--- src/rtl/smer_gray_pkg.sv ---
package smer_gray_pkg;

    localparam int CNT_W  = 3;
    localparam int IDX_W  = 4;

    typedef logic [CNT_W-1:0] tok_t;

    typedef struct packed {
        logic [IDX_W-1:0] end_a;
        logic [IDX_W-1:0] end_b;
        logic [CNT_W-1:0] total;
        logic [CNT_W-1:0] init_a;
    } link_desc_t;

    function automatic int node_count(input int w);
        return 2 * w + 1;
    endfunction

    function automatic int link_count(input int w);
        return (w == 2) ? 5 : 9;
    endfunction

    // Node order: mains 0..w-1, mirrors w..2w-1, second LSB mirror at 2w.
    function automatic int node_weight(input int w, input int n);
        if (n < w)       return 1;
        if (n == 2 * w)  return 2;
        if (n == w)      return 2;
        return (w == 2) ? 2 : 4;
    endfunction

    function automatic link_desc_t mk(input int a, input int b, input int t, input int ia);
        link_desc_t d;
        d.end_a  = IDX_W'(a);
        d.end_b  = IDX_W'(b);
        d.total  = CNT_W'(t);
        d.init_a = CNT_W'(ia);
        return d;
    endfunction

    // Links: endpoints, token total, tokens initially pointing at end_a.
    function automatic link_desc_t link_desc(input int w, input int k);
        link_desc_t d;
        d = mk(0, 0, 0, 0);
        if (w == 2) begin
            case (k)
                0: d = mk(0, 2, 2, 0);
                1: d = mk(0, 4, 2, 2);
                2: d = mk(2, 4, 3, 3);
                3: d = mk(1, 3, 2, 0);
                4: d = mk(2, 3, 3, 2);
                default: d = mk(0, 0, 0, 0);
            endcase
        end else begin
            case (k)
                0: d = mk(0, 3, 2, 0);
                1: d = mk(0, 6, 2, 2);
                2: d = mk(3, 6, 3, 3);
                3: d = mk(1, 4, 4, 0);
                4: d = mk(3, 4, 5, 2);
                5: d = mk(4, 5, 6, 4);
                6: d = mk(2, 5, 4, 0);
                7: d = mk(0, 5, 4, 2);
                8: d = mk(3, 5, 5, 2);
                default: d = mk(0, 0, 0, 0);
            endcase
        end
        return d;
    endfunction

    // Successor in reflected Gray order, for checking only.
    function automatic logic [7:0] gray_succ(input logic [7:0] g, input int w);
        logic [7:0] b;
        logic [7:0] mask;
        b[7] = g[7];
        for (int i = 6; i >= 0; i--) b[i] = b[i+1] ^ g[i];
        mask = 8'((1 << w) - 1);
        b = (b + 8'd1) & mask;
        return (b ^ (b >> 1)) & mask;
    endfunction

endpackage

--- src/rtl/smer_link.sv ---
module smer_link
    import smer_gray_pkg::*;
#(
    parameter int TOTAL  = 2,
    parameter int INIT_A = 0,
    parameter int WT_A   = 1,
    parameter int WT_B   = 1
) (
    input  logic clk,
    input  logic rst,
    input  logic run,
    input  logic fire_a,
    input  logic fire_b,
    output tok_t tok_a,
    output tok_t tok_b
);
    localparam tok_t TOT_T  = tok_t'(TOTAL);
    localparam tok_t INIT_T = tok_t'(INIT_A);
    localparam tok_t WA_T   = tok_t'(WT_A);
    localparam tok_t WB_T   = tok_t'(WT_B);

    tok_t give_up;
    tok_t take_in;

    always_comb begin
        give_up = fire_a ? WA_T : '0;
        take_in = fire_b ? WB_T : '0;
    end

    always_ff @(posedge clk) begin
        if (rst) begin
            tok_a <= INIT_T;
        end else if (run) begin
            tok_a <= tok_a - give_up + take_in;
        end
    end

    assign tok_b = TOT_T - tok_a;

endmodule

--- src/rtl/smer_node.sv ---
module smer_node
    import smer_gray_pkg::*;
#(
    parameter int WIDTH = 3,
    parameter int NODE  = 0,
    localparam int NL   = link_count(WIDTH),
    localparam int WT   = node_weight(WIDTH, NODE)
) (
    input  tok_t tok_a [NL],
    input  tok_t tok_b [NL],
    output logic ready
);
    localparam tok_t WT_T = tok_t'(WT);

    always_comb begin
        link_desc_t d;
        ready = 1'b1;
        for (int k = 0; k < NL; k++) begin
            d = link_desc(WIDTH, k);
            if (int'(d.end_a) == NODE && tok_a[k] < WT_T) ready = 1'b0;
            if (int'(d.end_b) == NODE && tok_b[k] < WT_T) ready = 1'b0;
        end
    end

endmodule

--- src/rtl/smer_gray_seq.sv ---
module smer_gray_seq
    import smer_gray_pkg::*;
#(
    parameter int WIDTH = 3
) (
    input  logic             clk,
    input  logic             rst,
    input  logic             run,
    output logic [WIDTH-1:0] gray
);
    localparam int NN = node_count(WIDTH);
    localparam int NL = link_count(WIDTH);

    if (!(WIDTH == 2 || WIDTH == 3)) begin : g_bad_width
        $error("smer_gray_seq supports WIDTH 2 or 3 only");
    end

    logic [NN-1:0] sink;
    tok_t          tok_a [NL];
    tok_t          tok_b [NL];

    for (genvar k = 0; k < NL; k++) begin : g_link
        localparam link_desc_t D = link_desc(WIDTH, k);
        localparam int EA = int'(D.end_a);
        localparam int EB = int'(D.end_b);

        smer_link #(
            .TOTAL  (int'(D.total)),
            .INIT_A (int'(D.init_a)),
            .WT_A   (node_weight(WIDTH, EA)),
            .WT_B   (node_weight(WIDTH, EB))
        ) u_link (
            .clk    (clk),
            .rst    (rst),
            .run    (run),
            .fire_a (sink[EA]),
            .fire_b (sink[EB]),
            .tok_a  (tok_a[k]),
            .tok_b  (tok_b[k])
        );
    end

    for (genvar n = 0; n < NN; n++) begin : g_node
        smer_node #(
            .WIDTH (WIDTH),
            .NODE  (n)
        ) u_node (
            .tok_a (tok_a),
            .tok_b (tok_b),
            .ready (sink[n])
        );
    end

    assign gray = sink[WIDTH-1:0];

endmodule

--- config.mk ---
export PLATFORM = sky130hd
export DESIGN_NAME = smer_gray_seq
export DESIGN_NICKNAME = d
export VERILOG_FILES = /design/src/rtl/smer_gray_pkg.sv /design/src/rtl/smer_link.sv /design/src/rtl/smer_node.sv /design/src/rtl/smer_gray_seq.sv
export SDC_FILE = /design/constraint.sdc
export NUM_CORES = 1
export LEC_CHECK = 0
export BUFFER_PORTS_ARGS = -buffer_cell sky130_fd_sc_hd__buf_2
export CAP_MARGIN = 15
export CORE_MARGIN = 1.5
export CORE_UTILIZATION = 45
export CTS_CLUSTER_DIAMETER = 80
export DETAILED_ROUTE_END_ITERATION = 8
export GPL_TIMING_DRIVEN = 0
export HOLD_SLACK_MARGIN = 0.05
export SKIP_LAST_GASP = 1
export SYNTH_ARGS = -nofsm -noshare
export SYNTH_HDL_FRONTEND = slang
export SYNTH_SLANG_ARGS = --single-unit
--- constraint.sdc ---
create_clock -name clk -period 2.75 [get_ports clk]
set_clock_uncertainty 0.2 [all_clocks]
set_input_delay 0.275 -clock clk [delete_from_list [all_inputs] [get_ports clk]]
set_output_delay 0.275 -clock clk [all_outputs]
set_load 0.01 [all_outputs]
## Word-level counts from Yosys, hierarchy flattened

Cells that the tools add are included.

| storage, ports and cells | value |
|---|---|
| register bits | 27 |
| bits in latches | 0 |
| RAM bits | 0 |
| memory bits (read-only) | 0 |
| word-level logic and storage cells | 79 |
| memories kept | 0 |

| cells by class | value |
|---|---|
| add/subtract/negate cells | 27 |
| multiply operators | 0 |
| divide/modulo/power cells | 0 |
| $lt $le $gt $ge | 18 |
| equality and inequality tests | 0 |
| shifts and indexed selects | 0 |
| mux-type cells | 25 |
| bitwise logic cells | 0 |
| reduce and logical (&&, ||, !) cells | 0 |

Operators by type and width:

| cell | count |
|---|---|
| 3-bit adder | 9 |
| 3-bit less-than comparator, second input constant | 7 |
| 1-bit two-way mux | 21 |
| 3-bit by 2-bit less-than comparator with 1-bit output, second input constant | 6 |
| 3-bit subtractor | 6 |
| 3-bit subtractor, first input constant | 6 |
| 3-bit by 1-bit less-than comparator with 1-bit output, second input constant | 5 |
| 2-bit by 3-bit subtractor with 3-bit output, first input constant | 3 |
| 3-bit by 2-bit subtractor with 3-bit output | 3 |
| 3-bit two-way mux | 2 |
| 2-bit two-way mux | 2 |

## Logic depth before layout (Yosys ltp)

Gate-level depths: netlist of the first run.

| depth | value |
|---|---|
| word-level depth | 9 |
| mapped depth | 11 |
| depth with buffers taken out | 11 |

## Modules after synthesis

Synthesis of the first run repeated with hierarchy kept, for this count alone.

| second synthesis, totals | value |
|---|---|
| cells, all modules | 193 |
| area, all modules | 1650.3 um^2 |

Modules (own cells, without submodules):

| module | instances | cells each | area each (um^2) | seq. area each (um^2) |
|---|---|---|---|---|
| smer_link (g_link[3].u_link ...) | 2 | 20 | 196.4 | 60.1 |
| smer_link (g_link[4].u_link ...) | 2 | 19 | 156.4 | 40.0 |
| smer_link (g_link[1].u_link) | 1 | 25 | 207.7 | 60.1 |
| smer_link (g_link[0].u_link) | 1 | 24 | 206.4 | 60.1 |
| smer_link (g_link[7].u_link) | 1 | 21 | 197.7 | 60.1 |
| smer_link (g_link[2].u_link) | 1 | 18 | 145.1 | 40.0 |
| smer_link (g_link[5].u_link) | 1 | 12 | 92.6 | 20.0 |
| smer_gray_seq | 1 | 3 | 22.5 | 0.0 |
| smer_node (g_node[0].u_node) | 1 | 4 | 20.0 | 0.0 |
| smer_node (g_node[1].u_node ...) | 3 | 1 | 6.3 | 0.0 |
| smer_node (g_node[5].u_node ...) | 2 | 1 | 8.8 | 0.0 |
| smer_node (g_node[3].u_node) | 1 | 3 | 16.3 | 0.0 |

## Least setup slack after synthesis of the first run

No wires, ideal clock.

| timing | value |
|---|---|
| path type | reg2reg |
| start point | register g_link[0].u_link.tok_a[0] |
| end point | register g_link[8].u_link.tok_a[2] |
| setup time | 0.134 ns |
| data arrival time | 2.259 ns |
| slack | 0.157 ns |
| cell stages (with the launch flop) | 9 |
| period minus slack after synthesis | 2.593 ns |
| path through | dfxtp_1 -> ha_1 -> xnor2_1 -> a2111o_1 -> ha_1 -> xor2_1 -> o211ai_1 -> mux2i_1 -> or4_1 |

| on the way | value |
|---|---|
| longest elaborated chain between the ends | 9 |

Ends and longest elaborated chain:

| element | RTL line | source |
|---|---|---|
| from (decl) | smer_link.sv:14 | `output tok_t tok_a,` |
| from (signal assigned) | smer_link.sv:34 | `tok_a <= tok_a - give_up + take_in;` |
| 2-bit by 3-bit subtractor with 3-bit output | smer_link.sv:38 | `assign tok_b = TOT_T - tok_a;` |
| 3-bit by 2-bit less-than comparator with 1-bit output | n/a |  |
| 1-bit two-way mux | smer_node.sv:21 | `if (int'(d.end_b) == NODE && tok_b[k] < WT_T) ready = 1'b0;` |
| 1-bit two-way mux (3 in series) | smer_node.sv:20 | `if (int'(d.end_a) == NODE && tok_a[k] < WT_T) ready = 1'b0;` |
| 2-bit two-way mux | smer_link.sv:26 | `give_up = fire_a ? WA_T : '0;` |
| 3-bit by 2-bit subtractor with 3-bit output | smer_link.sv:34 |  |
| 3-bit adder | smer_link.sv:34 |  |
| to (signal assigned) | smer_link.sv:34 |  |
| to (decl) | smer_link.sv:14 |  |

Every way passes these cells.
A chain may end at the register's enable or synchronous reset.

## Final worst setup path of the first run

Ends and elaborated chain as after synthesis.

==> key figures, run 1 <==
Yosys
  • Post-synthesis sequential area ratio: 0.266
  • Count of cell types in the netlist: 34
  • Synth area leaders: dfxtp_1 (27%), ha_1 (14%), inv_1 (5.9%), mux2i_1 (5.4%), nand2_1 (4.5%)
  • Top FF cell, synth: dfxtp_1
  • Yosys top cell area share: 0.266
  • FFs w/ async S/R, synth: 0
  • Cell Area, Synth: 1660 um2
  • Syn_nets: ~220
  • Synth Warn #: 0
  • EDFF count, synth: 0
  • Yosys top cell by area: dfxtp_1
  • Synth Register Bits: 22
  • Syn avg cell area: between 8 and 9 um2
  • Mapped Cells: ~200

Place
  • Gp weighted congestion: around 0.77
  • Hpwl dp: ~2.5 mm
  • Port bufs: 4

Floorplanning
  • Chip width: 63.7 um
  • FP Rows: 21
  • Starting Density: 0.482
  • Num ports: 6
  • Core ar.: between 3000 and 4000 um2
  • Die ar.: 4060 um2
  • Die height: 63.7 um

STA
  • Hold Vio Cnt, Final: 0
  • Final period util: 0.952
  • Unrepaired setup endpoints after global routing: false
  • Maximum clock rate: roughly 380 MHz
  • Final max-slew violation count: 0
  • Slew margin rel.: 0.619
  • Least-Margin Pin Slew: ~570 ps
  • Fin Setup TNS: 0 ps
  • Minimum clock period: 2620 ps
  • Final setup fails: 0

Global routing
  • Overflow after GRT: 0
  • Initial antenna violation count: 0
  • Largest net degree at the start of global routing: 14
  • Wire length of the first global-routing pass: 5.98 mm
  • Number of global-route vias before repair: about 1300
  • GRT Overall Usage: 0.186

Routing
  • Drt total wl: about 3.4 mm
  • Wire per inst: ~13 um
  • Total number of vias: between 1000 and 1500
  • Vias per inst: approximately 5.3
  • Detail Route Antenna Nets: 0
  • First DRT Iteration DRCs: around 130
  • Pre-antenna DRT Iters: 4
  • DRC viols: 0

Worst hold path
  • Hold_sp: g_link[3].u_link.tok_a[0]
  • Hold depth: 2
  • Worst hold path endpoint: g_link[3].u_link.tok_a[0]
  • Worst Hold Class: reg2reg

Final layout
  • Max reg flops: 22
  • Antenna diodes: 0
  • Fill cell count: 326
  • Nets: between 200 and 250
  • Top Registers: g_link.u_link.tok_a: 22 flops
  • Synth-to-layout area growth: 10.9%
  • Biggest register: g_link.u_link.tok_a
  • Share of cells above drive strength 1: 0.110

Clock network
  • CTS max path bufs: 2
  • CTS tree: yes
  • Hold-fix buffers, CTS: 0
  • Clock Latency Late Sink: 270 ps
  • Clock root cell: clkbuf_8
  • CTS buffer count: 3
  • CTS H-tree depth: 1
  • Clk sinks: 22
  • Worst-path clk slew: about 90 ps

Worst setup path
  • Reg-to-Reg End: g_link[8].u_link.tok_a[2]
  • Worst Path Arrival: between 2000 and 3000 ps
  • Most used cell, CP: ha_1
  • Slowest CP cell: or4_1
  • CP Data Required Time: about 2700 ps
  • Crit path kind: reg2reg
  • R2R Setup Slk: approximately 130 ps
  • R2R cell count: 7
  • Critical R2R Launch: g_link[0].u_link.tok_a[0]
  • Critical Path Sink Type: flip-flop
  • CP startpoint kind: flip-flop
  • Slowest stage delay, CP: approximately 520 ps
  • CP cell instances: ha_1 > a2111o_1 > ha_1 > xor2_1 > o211ai_1 > mux2i_1 > or4_1
  • Crit-path max FO: 4

Power and ir drop
  • VDD IR max: 728 uV
  • Pwr dens: roughly 1200 nW/um2
  • Leak Pwr: 0.781 nW
  • Total Power: about 2.3 mW

Run status
  • Status: finished, final reports clean

Run
  • Max-cap viol count: 0
-- placed cells by master (no fill, tap or decap), types with 4 or more instances in the layout --
master,Yosys,final
nand3_1,6,6
clkbuf_1,8,8
o21ai_0,6,6
xor2_1,8,8
ha_1,18,18
inv_1,26,26
buf_4,3,4
xnor2_1,8,7
a21oi_1,4,4
nor3b_1,5,5
mux2i_1,9,9
buf_2,0,4
dfxtp_1,22,19
o211ai_1,8,8
nand2_1,20,20
nor2b_1,4,4
a211oi_1,5,5
nor2_1,15,14
-- worst max-delay path by stage --
stage,slack [ps],end,cells past startpoint,start
2_1_floorplan,160,g_link[8].u_link.tok_a[2],8,g_link[0].u_link.tok_a[0]
3_3_place_gp,-60,g_link[6].u_link.tok_a[2],10,g_link[6].u_link.tok_a[1]
3_5_place_dp,-130,g_link[6].u_link.tok_a[2],10,g_link[6].u_link.tok_a[1]
4_1_cts,100,g_link[7].u_link.tok_a[2],10,g_link[7].u_link.tok_a[1]
5_1_grt,20,g_link[8].u_link.tok_a[2],7,g_link[0].u_link.tok_a[0]
6_report,130,g_link[8].u_link.tok_a[2],7,g_link[0].u_link.tok_a[0]
-- where the power goes --
part	internal (mW)	leakage, nW	switching, mW
clock	0.195	0.0357	0.118
combinational	0.675	0.562	0.748
sequential	0.428	0.183	0.0979
total	1.30	0.781	0.965
-- synthesized netlist by cell type, types with 5 or more instances --
cell type,n
inv_1,26
dfxtp_1,22
nand2_1,20
ha_1,18
nor2_1,15
mux2i_1,9
clkbuf_1,8
o211ai_1,8
xnor2_1,8
xor2_1,8
nand3_1,6
o21ai_0,6
a211oi_1,5
nor3b_1,5
-- repair_timing --
item	CTS	global route
endpoints found under the hold margin	0	0
setup buffers	1	0
endpoints found under the setup margin	2	4
pin swaps	1	0
gates resized for setup	1	6
cloned	0	0
-- kinds of logic (layout without fill, tap and decap cells) --
logic type | after synthesis | count (layout) | synth area share
simple gates | 61 | 61 | 0.180
mux | 11 | 11 | 0.0815
flops | 22 | 22 | 0.266
compound gates | 33 | 33 | 0.146
fa+ha+maj | 19 | 19 | 0.148
xor+xnor | 16 | 16 | 0.0845
buf+inv | 39 | 48 | 0.0951
-- final cells by class --
| type | count | area, um2 | area share |
|---|---|---|---|
| clock inverter | 1 | 30.0 | 0.0163 |
| timing repair buffer | 5 | 27.5 | 0.0150 |
| buffer | 13 | 60.1 | 0.0327 |
| inverter | 26 | 97.6 | 0.0531 |
| sequential | 22 | 444 | 0.241 |
| multi-input combinational | 140 | 1080 | 0.588 |
| tap | 46 | 57.6 | 0.0313 |
| clock buffer | 3 | 41.3 | 0.0224 |
-- per-layer routing --
| layer | GRT usage | vias to the layer above | wire, um |
|---|---|---|---|
| met5 | 0 | - | 0 |
| met4 | 0.0299 | 0 | 29 |
| met3 | 0.0375 | 6 | 98 |
| met2 | 0.346 | 19 | 1730 |
| met1 | 0.222 | 639 | 1560 |
| li1 | - | 705 | - |
-- critical path, delay by kind of cell, from the launching register on --
kind,cells,cell delay (ps)
flops,1,340
compound gates,2,530
simple gates,1,520
xor+xnor,1,180
mux,1,90
fa+ha+maj,2,640
-- metrics by stage --
stage | hold slack [ps] | cell area (um2) | std cells | util | setup slack (ps)
floorplan | 272 | 1660 | 201 | - | 157
global placement | 288 | 1740 | 251 | 0.504 | -56.2
detailed placement | 293 | 1740 | 251 | 0.504 | -130
CTS | 305 | 1820 | 256 | 0.529 | 99.6
global route | 342 | 1840 | 256 | 0.534 | 23.5
finish | 304 | 1840 | 256 | 0.534 | 131
No activity file was read; power rests on OpenSTA's default activity.
==> inputs of run 2 (changes only) <==
CORE_MARGIN = 4   (was 1.5)
CORE_UTILIZATION = 55   (was 45)
PLACE_DENSITY = 0.75   (was not set)
SYNTH_HIERARCHICAL = 1   (was not set)
==> run 2 against run 1 <==
Maximum frequency grew 8.2%; area after synthesis shrank 10%; worst setup slack gained 200 ps; register-to-register slack gained 200 ps; count of clock-buffer cells in the layout is the same; worst hold slack lost 110 ps; flip-flop and latch count is the same; sequential power grew 1%.
==> key figures, run 2 <==
Routing
  • Max Used Layer: met4
  • Total number of vias: 1107 (-19%)
  • First DRT Iteration DRCs: 29 (-78%)
  • Met3 wire length: 42 um (-57%)
  • Drt total wl: 2.51 mm (-27%)
  • Detail Route Antenna Nets: 0 (unchanged)
  • Vias per inst: 5.37 (+0.49%)
  • DRT met1 WL: 1.10 mm (-29%)
  • Routed wire length on met2: 1.32 mm (-24%)
  • Pre-antenna DRT Iters: 4 (unchanged)
  • DRC viols: 0 (unchanged)
  • Wire per inst: 12.2 um (-8.9%)

Global routing
  • Wire length of the first global-routing pass: 4.49 mm (-25%)
  • Overflow after GRT: 0 (unchanged)
  • Largest net degree at the start of global routing: 40 (+26)
  • GRT Overall Usage: 0.164 (-0.0223)
  • Initial antenna violation count: 0 (unchanged)
  • Number of global-route vias before repair: 1114 (-17%)

Final layout
  • Utilization after layout: 0.625 (+0.0911)
  • Nets: 201 (-14%)
  • Fill cell count: 219 (-33%)
  • Max reg flops: 22 (unchanged)
  • Most frequent cells in the layout: inv_1 (28), dfxtp_1 (22), ha_1 (19)
  • Share of cells above drive strength 1: 0.0909 (-0.0186)
  • Biggest register: g_link.u_link/tok_a
  • Commonest non-fill, non-tap cell in the layout: inv_1
  • Sequential Area: 440 um2 (-0.85%)
  • Antenna diodes: 0 (unchanged)
  • Top Registers: g_link.u_link/tok_a: 22 flops
  • Area of the multi-input gates: 917 um2 (-15%)
  • Synth-to-layout area growth: 5.70%

STA
  • Unrepaired setup endpoints after global routing: false
  • Maximum clock rate: 413 MHz (+8.2%)
  • Slew margin rel.: 0.561 (-0.0583)
  • Final setup fails: 0 (unchanged)
  • Least-Margin Pin Slew: 659 ps (+87.5 ps)
  • Final period util: 0.880 (-0.0719)
  • Worst setup margin: 329 ps (+198 ps)
  • Hold Vio Cnt, Final: 0 (unchanged)
  • Fin Setup TNS: 0 ps (unchanged)
  • Minimum clock period: 2420 ps (-198 ps)
  • Final max-slew violation count: 0 (unchanged)

Clock network
  • Setup Buffers After CTS: 0 (-1)
  • CTS tree: yes
  • Hold-fix buffers, CTS: 0 (unchanged)
  • Worst-path clk slew: 120 ps (+30 ps)
  • Post_cts resized: 0 (-1)
  • Clk sinks: 22 (unchanged)
  • CTS H-tree depth: 1 (unchanged)
  • Clock root cell: clkbuf_4
  • CTS buffer count: 3 (unchanged)
  • Clock Latency Late Sink: 310 ps (+40 ps)
  • CTS max path bufs: 2 (unchanged)

Worst hold path
  • Worst Hold Class: in2reg
  • Worst hold path endpoint: g_link[3].u_link/tok_a[1]
  • Hold depth: 2 (unchanged)
  • Hold_sp: rst

Place
  • Gp weighted congestion: 0.720 (-6.1%)
  • Port bufs: 5 (+1)
  • Hpwl dp: 1.87 mm (-27%)
  • DP Worst Slack: 351 ps (+480 ps)

Yosys
  • Cell Area, Synth: 1490 um2 (-10%)
  • Synth Warn #: 6 (+6)
  • Mapped Cells: 168 (-16%)
  • Syn_nets: 191 (-14%)
  • Syn avg cell area: 8.89 um2 (+7.7%)

Power and ir drop
  • VDD IR max: 717 uV (-1.6%)
  • Leak Pwr: 0.800 nW (+2.3%)
  • Pwr dens: 1170 nW/um2 (-4.9%)

Worst setup path
  • Worst Path Arrival: 2440 ps (-130 ps)
  • Crit path kind: reg2reg
  • Top delay family on crit path: adder cells
  • Critical Path Sink Type: flip-flop
  • Slowest stage delay, CP: 490 ps (-30 ps)
  • R2R Setup Slk: 330 ps (+200 ps)
  • CP bufs+invs: 1 (+1)
  • Critical R2R Launch: g_link[0].u_link/tok_a[1]
  • Slowest CP cell: fa_1
  • Reg-to-Reg End: g_link[2].u_link/tok_a[2]
  • Crit-path max FO: 4 (unchanged)
  • R2R cell count: 9 (+2)
  • CP startpoint kind: flip-flop
  • CP Data Required Time: 2770 ps (+70 ps)
  • CP cell instances: ha_1 > xor2_1 > o22ai_1 > nor2_1 > inv_1 > fa_1 > xnor2_1 > a21oi_1 > a31o_1

Run
  • Max-cap viol count: 0 (unchanged)

Run status
  • Status: finished, final reports clean

Floorplanning
  • Die height: 60.1 um (-5.7%)
  • Starting Density: 0.592 (+0.110)
  • Die ar.: 3610 um2 (-11%)
  • Num ports: 6 (unchanged)
  • Core ar.: 2520 um2 (-27%)
  • Chip width: 60.1 um (-5.7%)
  • FP Rows: 18 (-14%)
[run 2: metal layers]
layer / up-vias / track usage
met3: 5 / 0.0259
met2: 9 / 0.313
li1: 575 / -
met5: - / 0
met4: 0 / 0.0665
met1: 518 / 0.175
[run 2: worst max path at each step]
stage          slack, ps  depth (start not counted)                   endpoint                      start
4_1_cts              320                          9  g_link[2].u_link/tok_a[2]  g_link[0].u_link/tok_a[0]
5_1_grt              110                          9  g_link[2].u_link/tok_a[2]  g_link[0].u_link/tok_a[1]
2_1_floorplan        540                          9  g_link[2].u_link/tok_a[2]  g_link[0].u_link/tok_a[0]
6_report             330                          9  g_link[2].u_link/tok_a[2]  g_link[0].u_link/tok_a[1]
3_5_place_dp         350                          9  g_link[2].u_link/tok_a[2]  g_link[0].u_link/tok_a[0]
3_3_place_gp         380                          9  g_link[2].u_link/tok_a[2]  g_link[0].u_link/tok_a[0]
[run 2: final cells by class]
type / instances / share of cell area
plain buffers: 4 / 0.0190
clock buffers: 3 / 0.0143
inverters: 28 / 0.0666
multi-input cells: 114 / 0.581
flip-flops and latches: 22 / 0.279
well taps: 30 / 0.0238
repair buffers: 5 / 0.0159
[run 2: report_power, final]
group	leakage (nW)	switching (mW)	internal (mW)
Combinational	0.604	0.555	0.610
Sequential	0.182	0.107	0.424
Clock	0.0138	0.0988	0.0512
Total	0.800	0.761	1.09
[run 2: per-stage QoR]
stage	power [mW]	hold slack (ps)	area, um2	cells
floorplan	1.48	147	1490	168
global placement	1.63	275	1560	203
detailed placement	1.71	293	1560	203
CTS	1.88	191	1580	206
global route	2.06	224	1580	206
finish	1.85	195	1580	206
==> inputs of run 3 (changes only) <==
ABC_AREA = 1   (was not set)
CORE_UTILIZATION = 56   (was 55)
PLACE_DENSITY = 0.76   (was 0.75)
==> run 3 against run 2 <==
First-iteration DRC count grew 55%; synthesized cell count grew 79%; non-clock buffer count is the same; critical path type unchanged; sequential share of layout area shrank 5.1 points; largest cell class unchanged; utilization grew 0.26 points.
==> key figures, run 3 <==
Run status
  • Status: finished, final reports clean

Run
  • Max-cap viol count: 0 (unchanged)

Final layout
  • Final cell count without fillers: 354 (+72%)
  • Biggest register: g_link.u_link/tok_a
  • Top Registers: g_link.u_link/tok_a: 22 flops
  • Nets: 334 (+66%)
  • Area of the multi-input gates: 1040 um2 (+13%)
  • Antenna diodes: 0 (unchanged)
  • Sequential Area: 440 um2 (unchanged)
  • Most frequent cells in the layout: nand2_1 (83), inv_1 (77), nor2_1 (25)
  • Max reg flops: 22 (unchanged)
  • Share of cells above drive strength 1: 0.0871 (-0.00381)
  • Synth-to-layout area growth: 6.40%
  • Commonest non-fill, non-tap cell in the layout: nand2_1
  • Fill cell count: 323 (+47%)

Routing
  • First DRT Iteration DRCs: 45 (+55%)
  • Pre-antenna DRT Iters: 4 (unchanged)
  • Total number of vias: 1605 (+45%)
  • Wire per inst: 8.30 um (-32%)
  • Detail Route Antenna Nets: 0 (unchanged)
  • DRC viols: 0 (unchanged)
  • Drt total wl: 2.94 mm (+17%)
  • Vias per inst: 4.53 (-16%)

Global routing
  • Number of global-route vias before repair: 1465 (+32%)
  • Wire length of the first global-routing pass: 5.79 mm (+29%)
  • Overflow after GRT: 0 (unchanged)
  • GRT Overall Usage: 0.168 (+0.00372)
  • Initial antenna violation count: 0 (unchanged)
  • Largest net degree at the start of global routing: 43 (+7.5%)

Worst setup path
  • R2R cell count: 14 (+5)
  • R2R Setup Slk: 380 ps (+50 ps)
  • CP Data Required Time: 2810 ps (+40 ps)
  • Crit-path max FO: 4 (unchanged)
  • Crit path kind: reg2reg
  • Critical R2R Launch: g_link[0].u_link/tok_a[0]
  • Reg-to-Reg End: g_link[2].u_link/tok_a[2]
  • CP startpoint kind: flip-flop
  • Critical Path Sink Type: flip-flop
  • Critical Path Start: g_link[0].u_link/tok_a[0]
  • Worst Path Arrival: 2430 ps (about the same)

STA
  • Fin Setup TNS: 0 ps (unchanged)
  • Final max-slew violation count: 0 (unchanged)
  • Final setup fails: 0 (unchanged)
  • Minimum clock period: 2370 ps (-49.5 ps)
  • Final period util: 0.862 (-0.0180)
  • Maximum clock rate: 422 MHz (+2.1%)
  • Least-Margin Pin Slew: 699 ps (+39.9 ps)
  • Unrepaired setup endpoints after global routing: false
  • Hold Vio Cnt, Final: 0 (unchanged)
  • Slew margin rel.: 0.534 (-0.0266)

Clock network
  • Worst-path clk slew: 130 ps (about the same)
  • CTS buffer count: 3 (unchanged)
  • Setup Buffers After CTS: 0 (unchanged)
  • CTS max path bufs: 2 (unchanged)
  • Post_cts resized: 0 (unchanged)
  • Clock root cell: clkbuf_4
  • Clock Latency Late Sink: 310 ps (about the same)
  • Clk sinks: 22 (unchanged)
  • CTS H-tree depth: 1 (unchanged)
  • CTS tree: yes
  • Hold-fix buffers, CTS: 0 (unchanged)

Yosys
  • Synth Warn #: 6 (unchanged)
  • Cell Area, Synth: 1820 um2 (+22%)
  • Syn_nets: 324 (+70%)
  • Syn avg cell area: 6.04 um2 (-32%)
  • Mapped Cells: 301 (+79%)

Place
  • Hpwl dp: 2.28 mm (+22%)
  • Post-placement cell count: 350 (+72%)
  • Gp weighted congestion: 0.775 (+7.7%)
  • Port bufs: 5 (unchanged)

Floorplanning
  • FP Rows: 20 (+2)
  • Core ar.: 3080 um2 (+22%)
  • Num ports: 6 (unchanged)
  • Starting Density: 0.590 (-0.00152)
  • Chip width: 65.0 um (+8.1%)
  • Die height: 65.0 um (+8.1%)
  • Die ar.: 4220 um2 (+17%)

Power and ir drop
  • Pwr dens: 1170 nW/um2 (+0.20%)
  • VDD IR max: 495 uV (-31%)
  • Leak Pwr: 1.14 nW (+43%)

Worst hold path
  • Worst Hold Class: in2reg
  • Worst hold path endpoint: g_link[0].u_link/tok_a[1]
  • Hold_sp: rst
  • Hold depth: 2 (unchanged)
[run 3: per-stage QoR]
| stage | hold slack [ps] | setup slack [ps] | instance area [um2] | total power, mW | util |
|---|---|---|---|---|---|
| floorplan | 147 | 624 | 1820 | 1.83 | - |
| detailed placement | 286 | 399 | 1900 | 2.11 | 0.616 |
| global route | 140 | 110 | 1930 | 2.63 | 0.628 |
| global placement | 280 | 438 | 1900 | 2.05 | 0.616 |
| finish | 141 | 378 | 1930 | 2.27 | 0.628 |
| CTS | 136 | 364 | 1930 | 2.29 | 0.628 |
[run 3: critical path: stages, from the launching register on]
cell	delay, ps
dfxtp_1	390
ha_1	170
xor2_1	140
inv_1	50
nand2_1	50
nand2_1	40
nor2_1	230
inv_1	100
fa_1	540
inv_1	60
nand2_1	70
nand3_1	70
nand2_1	90
inv_1	40
nor2_1	80
[run 3: worst max-delay path by stage]
stage / depth (start not counted) / end / slack [ps]
finish: 14 / g_link[2].u_link/tok_a[2] / 380
CTS: 14 / g_link[2].u_link/tok_a[2] / 360
global placement: 14 / g_link[2].u_link/tok_a[2] / 440
floorplan: 14 / g_link[2].u_link/tok_a[2] / 620
detailed placement: 14 / g_link[2].u_link/tok_a[2] / 400
global route: 15 / g_link[0].u_link/tok_a[2] / 110
[run 3: layout make-up]
| cell class | count | area share |
|---|---|---|
| Clock buffer | 4 | 0.0188 |
| Timing Repair Buffer | 5 | 0.0129 |
| Buffer | 4 | 0.0155 |
| Inverter | 82 | 0.159 |
| Sequential cell | 22 | 0.228 |
| Tap cell | 44 | 0.0285 |
| Multi-Input combinational cell | 193 | 0.537 |
[run 3: report_power, final]
| part | internal, mW | switching, mW |
|---|---|---|
| clock | 0.0807 | 0.0989 |
| combinational | 0.650 | 0.903 |
| sequential | 0.426 | 0.109 |
| total | 1.16 | 1.11 |
[run 3: metal layers]
layer  GRT usage  vias up  routed length, um
li1            -      917                  -
met1       0.216      679               1520
met2       0.295        7               1360
met3      0.0156        2                 42
met4      0.0475        0                 14
met5           0        -                  0
